`src/rtl/fcs_chk_pkg.sv`:
```
package fcs_chk_pkg;

    localparam logic [31:0] CRC_POLY     = 32'h04C11DB7;
    localparam logic [31:0] CRC_PRESET   = 32'hFFFF_FFFF;
    localparam logic [31:0] GOOD_RESIDUE = 32'h38FB_2284;

    localparam int MIN_FRAME  = 64;
    localparam int MAX_FRAME  = 1518;
    localparam int TAG_EXTRA  = 4;
    localparam int EV_COUNT   = 5;
    localparam int RD_ADDR_W  = 3;

    typedef enum logic [2:0] {
        EV_GOOD   = 3'd0,
        EV_CRC    = 3'd1,
        EV_RUNT   = 3'd2,
        EV_GIANT  = 3'd3,
        EV_JABBER = 3'd4
    } evt_e;

    typedef struct packed {
        logic good;
        logic crc_err;
        logic runt;
        logic giant;
        logic jabber;
    } fcs_status_t;

    // One byte through the MSB-first register, byte bits taken LSB first.
    function automatic logic [31:0] crc_step(input logic [31:0] c, input logic [7:0] b);
        logic [31:0] r;
        r = c;
        for (int i = 0; i < 8; i++) begin
            if (r[31] ^ b[i]) r = {r[30:0], 1'b0} ^ CRC_POLY;
            else              r = {r[30:0], 1'b0};
        end
        return r;
    endfunction

endpackage

```
`src/rtl/fcs_crc_engine.sv`:
```
module fcs_crc_engine
    import fcs_chk_pkg::*;
(
    input  logic        clk,
    input  logic        rst,
    input  logic        in_step,
    input  logic        in_first,
    input  logic [7:0]  in_data,
    output logic [31:0] crc_next
);
    logic [31:0] crc_q;

    assign crc_next = crc_step(in_first ? CRC_PRESET : crc_q, in_data);

    always_ff @(posedge clk) begin
        if (rst)          crc_q <= CRC_PRESET;
        else if (in_step) crc_q <= crc_next;
    end

    // an idle cycle leaves the running remainder untouched
    p_idle_hold_r11: assert property (@(posedge clk) disable iff (rst)
        !in_step |=> $stable(crc_q));

endmodule

```
`config.mk`:
```
export PLATFORM = sky130hd
export DESIGN_NAME = fcs_crc_engine
export DESIGN_NICKNAME = d
export VERILOG_FILES = /design/src/rtl/fcs_chk_pkg.sv /design/src/rtl/fcs_crc_engine.sv
export SDC_FILE = /design/constraint.sdc
export NUM_CORES = 1
export LEC_CHECK = 0
export ABC_AREA = 1
export ABC_CLOCK_PERIOD_IN_PS = 7010
export CAP_MARGIN = 20
export CORE_MARGIN = 3
export CORE_UTILIZATION = 44
export CTS_CLUSTER_SIZE = 28
export DETAILED_ROUTE_END_ITERATION = 7
export PLACE_DENSITY = 0.68
export SLEW_MARGIN = 20
export SYNTH_ARGS = -nofsm -noshare
export SYNTH_HDL_FRONTEND = slang
export SYNTH_SLANG_ARGS = --single-unit
```
`constraint.sdc`:
```
create_clock -name clk -period 7.01 [get_ports clk]
set_input_delay 2.103 -clock clk [delete_from_list [all_inputs] [get_ports clk]]
set_output_delay 2.103 -clock clk [all_outputs]
set_load 0.01 [all_outputs]
```
* Word-level counts from Yosys, hierarchy flattened
Index checks and enable logic that the tools add are counted.
** Cells by class
- Multiplexer cells :: 9
- Bitwise operators :: 16
** Operator list (number)
- 27-bit 2-to-1 mux :: 8
- 14-bit NOT :: 8
- 32-bit 2-to-1 mux :: 1
- 1-bit bitwise XOR :: 8
** Storage, ports and cells
- Input port bits :: 12
- Bits in registers :: 32
- Logic and storage cells :: 26
- Output and inout port bits :: 32

* Depth between registers and ports, before layout
Gate-level depths: netlist of run 1.
- Word-level depth :: 17
- Mapped depth :: 15
- Depth with buffers taken out :: 14

* Least setup slack after synthesis of run 1
Ideal clock, no wire load.
- Path type :: input -> output
- From :: in in_first
- To :: out crc_next[5]
- Setup slack :: 1528 ps
- Stages on the path :: 10
- Required time :: 4907 ps
- Data arrival time :: 3379 ps
- Buffers on the path :: 1
- Cells stage by stage :: buf_6 > o21ai_0 > nand2_2 > nand2_1 > nand2_2 > nand2_1 > nand2_1 > inv_1 > nand2_1 > and2_1
** On the way
- Cells in the longest elaborated chain, start to end :: 12
- Elaborated cells between the ends (all ways) :: 22
- Those cells by class :: mux (9); bitwise (13)
** Ends and longest elaborated chain
- from (decl) :: RTL line fcs_crc_engine.sv:7 : input logic in_first,
- 32-bit 2-to-1 mux * :: RTL line fcs_crc_engine.sv:13 : assign crc_next = crc_step(in_first ? CRC_PRESET : crc_q, in_data);
- 1-bit bitwise XOR :: RTL line fcs_chk_pkg.sv:34 : if (r[31] ^ b[i]) r = {r[30:0], 1'b0} ^ CRC_POLY;
- 27-bit 2-to-1 mux :: RTL line fcs_chk_pkg.sv:34
- 14-bit NOT (no source line)
- 27-bit 2-to-1 mux :: RTL line fcs_chk_pkg.sv:34
- 14-bit NOT (no source line)
- 27-bit 2-to-1 mux (2 in a row) :: RTL line fcs_chk_pkg.sv:34
- 14-bit NOT (no source line)
- 27-bit 2-to-1 mux :: RTL line fcs_chk_pkg.sv:34
- 14-bit NOT (no source line)
- 27-bit 2-to-1 mux * :: RTL line fcs_chk_pkg.sv:34
- to (decl) :: RTL line fcs_crc_engine.sv:9 : output logic [31:0] crc_next
Mark *: on every way between the ends. The rest lies on a longest branch, timed or not.

* Worst setup path after layout of run 1
- From :: in in_first
- To :: out crc_next[6]
** On the way
- Cells in the longest elaborated chain, start to end :: 13
- Elaborated cells between the ends (all ways) :: 20
- Those cells by class :: mux (9); bitwise (11)
** Ends and longest elaborated chain (RTL line)
- 32-bit 2-to-1 mux * :: fcs_crc_engine.sv:13
- 1-bit bitwise XOR :: fcs_chk_pkg.sv:34
- 27-bit 2-to-1 mux :: fcs_chk_pkg.sv:34
- 14-bit NOT (no source line)
- 27-bit 2-to-1 mux :: fcs_chk_pkg.sv:34
- 14-bit NOT (no source line)
- 27-bit 2-to-1 mux (2 in a row) :: fcs_chk_pkg.sv:34
- 14-bit NOT (no source line)
- 27-bit 2-to-1 mux :: fcs_chk_pkg.sv:34
- 14-bit NOT (no source line)
- 27-bit 2-to-1 mux * (2 in a row) :: fcs_chk_pkg.sv:34
Marked as above.

==> results of run 1 <==
## worst max-delay path by stage
stage | startpoint | to | slack (ns) | depth (start not counted)
final | in_first | crc_next[6] | 0.24 | 11
after global routing | in_first | crc_next[5] | 0.01 | 14
after CTS | in_first | crc_next[6] | 0.24 | 11
after global placement | in_first | crc_next[12] | 0.26 | 15
after floorplan | in_first | crc_next[5] | 1.53 | 10
after detailed placement | in_first | crc_next[6] | 0.25 | 11
## layout by cell type (no fill, tap or decap), types with 5 or more instances in the layout
cell type / n
nand2_2: 11
dfxtp_1: 32
clkdlybuf4s50_1: 43
xor2_1: 32
inv_1: 24
a21oi_1: 32
o21ai_0: 9
buf_4: 5
clkbuf_8: 5
nand2_1: 156
nor2_1: 34
xnor2_1: 11
nand3_1: 20
## cell type report
type	instances	area (um^2)	share of cell area
clock buffer	5	68.82	0.02208
clock inverter	3	18.77	0.006022
inverter	25	93.84	0.03011
multi-input combinational	323	1719	0.5516
sequential	32	640.6	0.2055
tap	70	87.58	0.02810
timing repair buffer	49	488.0	0.1566
## per-stage QoR
stage               power, uW  setup WS (ns)  std cells  utilization
finish                  800.3         0.2380        507       0.5842
global route            868.6        0.01140        507       0.5842
CTS                     808.7         0.2371        507       0.5842
detailed placement      658.8         0.2475        499       0.5678
global placement        660.8         0.2641        499       0.5678
floorplan               472.2          1.528        395            -
## report_power, final
part	switching (uW)	total, uW	internal (uW)
Clock	74.8	144	69.2
Combinational	239	438	198
Sequential	13.8	219	205
Total	328	800	472
## layer usage
layer / global-route usage / wire length, um / vias up
met5: 0 / 0 / -
met4: 0.07475 / 106 / 0
met3: 0.03618 / 471 / 8
met2: 0.3918 / 3356 / 84
met1: 0.3253 / 3159 / 1155
li1: - / - / 1292
## kinds of logic (layout without fill, tap and decap cells)
kind of cell	count (synthesis)	after routing	synth area share
buf+inv	40	82	0.06634
xor+xnor	51	51	0.2139
compound gates	41	41	0.08119
flops	32	32	0.2535
simple gates	231	231	0.3851
## worst reg2reg max path: cells and delay by family (launching register included)
family	cells	cell delay [ns]
XOR/XNOR	2	0.62
flip-flops	1	0.37
AND/OR/NAND/NOR	6	0.70
==> key figures, run 1 <==
Run status
  – Outcome: completed

Finish
  – Relative area change from synthesis to final layout: 23.32%
  – N_diodes: 0
  – Register containing the most flip-flops in the final layout: crc_q
  – Post-route design area: 3117 um^2
  – Fraction of final layout cells sized beyond drive strength 1: 0.08696
  – Net count reported at finish: 448
  – Largest registers in the final layout: crc_q: 32 flops
  – Filler cell count in the final layout: approximately 550
  – Largest register FFs: 32

Placement
  – Detailed placer's ending HPWL: ~5 mm
  – Final Wtd Congestion: 0.8852
  – Cell area after placement: about 3000 um^2
  – IO Port Bufs: between 40 and 50

STA
  – Post-Route Setup TNS: 0 ns
  – Final worst hold slack: about 0.47 ns
  – Final min period: approximately 6.8 ns
  – Transition time of the tightest slew-check pin: 1.056 ns
  – Share of the clock period used by the worst path after layout: 0.9661
  – Final count of pins violating max slew: 0
  – Achievable Freq: about 0.15 GHz
  – Number of hold violations in the final report: 0
  – RSZ-0062 raised after global routing: no
  – Worst clock skew: roughly 0.0095 ns
  – Final setup violation count: 0
  – Slew margin rel.: 0.2951

Run
  – Max cap viols: 0

Clocking
  – # hold bufs at CTS: 0
  – Num Clock Sinks: 32
  – Clock buffer count from CTS: 5
  – Clock tree from TritonCTS: built
  – Maximum clock insertion buffer count: 2
  – H-tree levels: 2
  – Post-CTS clock slew at the launch and capture registers of the worst setup and hold paths: around 0.070 ns
  – Cell chosen for the clock root: clkbuf_8
  – Post-CTS Setup Repair Bufs: 0
  – Clock latency on the worst-skew pair: between 0.2 and 0.3 ns
  – Number of gates resized after CTS: 0

Detailed routing
  – Via Count: 2539
  – Average via count per standard cell: 5.008
  – Detailed Route Iter0 Violations: 230
  – Iteration count of the initial detailed-routing pass: 4
  – DR WL/cell: between 10 and 15 um
  – Antenna viol nets, final: 0
  – DRC Markers: 0
  – Detailed-route wire length: 7.093 mm

Global routing
  – Antenna violations before repair: 0
  – GRT Util Overall: 0.2403
  – Wire length of the first global-routing pass: 12.23 mm
  – Pin count of the biggest net entering global routing: 39
  – Sum of overflow across all layers after global routing: 0
  – Number of global-route vias before repair: roughly 2500

Power and ir drop
  – Total leakage power: 0.001512 uW
  – Worst voltage drop across the vdd grid: between 0.00015 and 0.0002 V
  – Power per cell area: 256.8 nW/um^2

Floorplan
  – Die boundary height: 81.79 um
  – Overall die area: around 6700 um^2
  – Starting utilization of the core area: 0.4737
  – Area of the placeable core: approximately 5300 um^2
  – Placement row count: 26
  – Top-level I/O count: 44
  – Chip Width: 81.79 um

Synth
  – Top post-synthesis cells by count: 156 x nand2_1, 34 x nor2_1, 32 x a21oi_1, 32 x dfxtp_1, 32 x xor2_1
  – Warning count from the yosys run: 0
  – Number of different library cells in the post-synthesis netlist: 22
  – Post-Syn Instances: 395
  – Register bit count reported by yosys: 32
  – Post-Synthesis Mean Instance Area: about 6.4 um^2
  – Cell accounting for the most synthesized area: dfxtp_1
  – Area contributors post-synth: dfxtp_1 25%, nand2_1 23%, xor2_1 11%
  – Top flip-flop cell by instance count after synthesis: dfxtp_1
  – Share of synthesized registers carrying an async set or reset: 0
  – Library cell with the highest instance count after synthesis: nand2_1
  – Synthesized area: about 2500 um^2
  – Part of the Yosys area used for sequential elements: 0.2535
  – Count of flip-flops with a built-in enable after synthesis: 0
  – Area fraction of the dominant cell type after synthesis: 0.2535
  – Syn_nets: about 400

Setup path
  – Number of cells traversed by the worst register-to-register path: 8
  – CP top delay family: buffers and inverters
  – Reg-to-Reg End: crc_q[6]$_SDFFE_PP1P_
  – Top fanout value on the critical path: 38
  – Kind of launch point of the worst setup path: input port
  – Source of the worst register-to-register timing path: crc_q[28]$_SDFFE_PP1P_
  – CP max-delay cell: clkdlybuf4s50_1
  – Type of destination of the critical path: output pin
  – Required time of the worst setup path: approximately 4.9 ns
  – CP max stage delay: approximately 0.53 ns
  – Reg2Reg Setup Slack: approximately 5.2 ns
  – Critical path class: input port to output pin
  – Buffering stage count on the worst path with inverters included: 4
  – Cells along the critical path: clkdlybuf4s50_1 > buf_12 > nor2_4 > xnor2_1 > nand2_1 > nand2_2 > xor2_1 > inv_1 > nand2_1 > and2_1 > clkdlybuf4s50_1
  – Arrival time worst endpoint: roughly 4.7 ns

Min path
  – Hold Path Cell Cnt: 2
  – Tightest Hold Check Type: flop to flop
  – Start point of the worst min-delay path: crc_q[21]$_SDFFE_PP1P_
  – Hold path endpoint: crc_q[21]$_SDFFE_PP1P_
No activity file was read; power rests on OpenSTA's default activity.
==> run 2, diff against run 1 <==
- HOLD_SLACK_MARGIN: unset -> 0.15
==> results of run 2 <==
The final DEF is identical to that of run 1; final timing and power are the same.
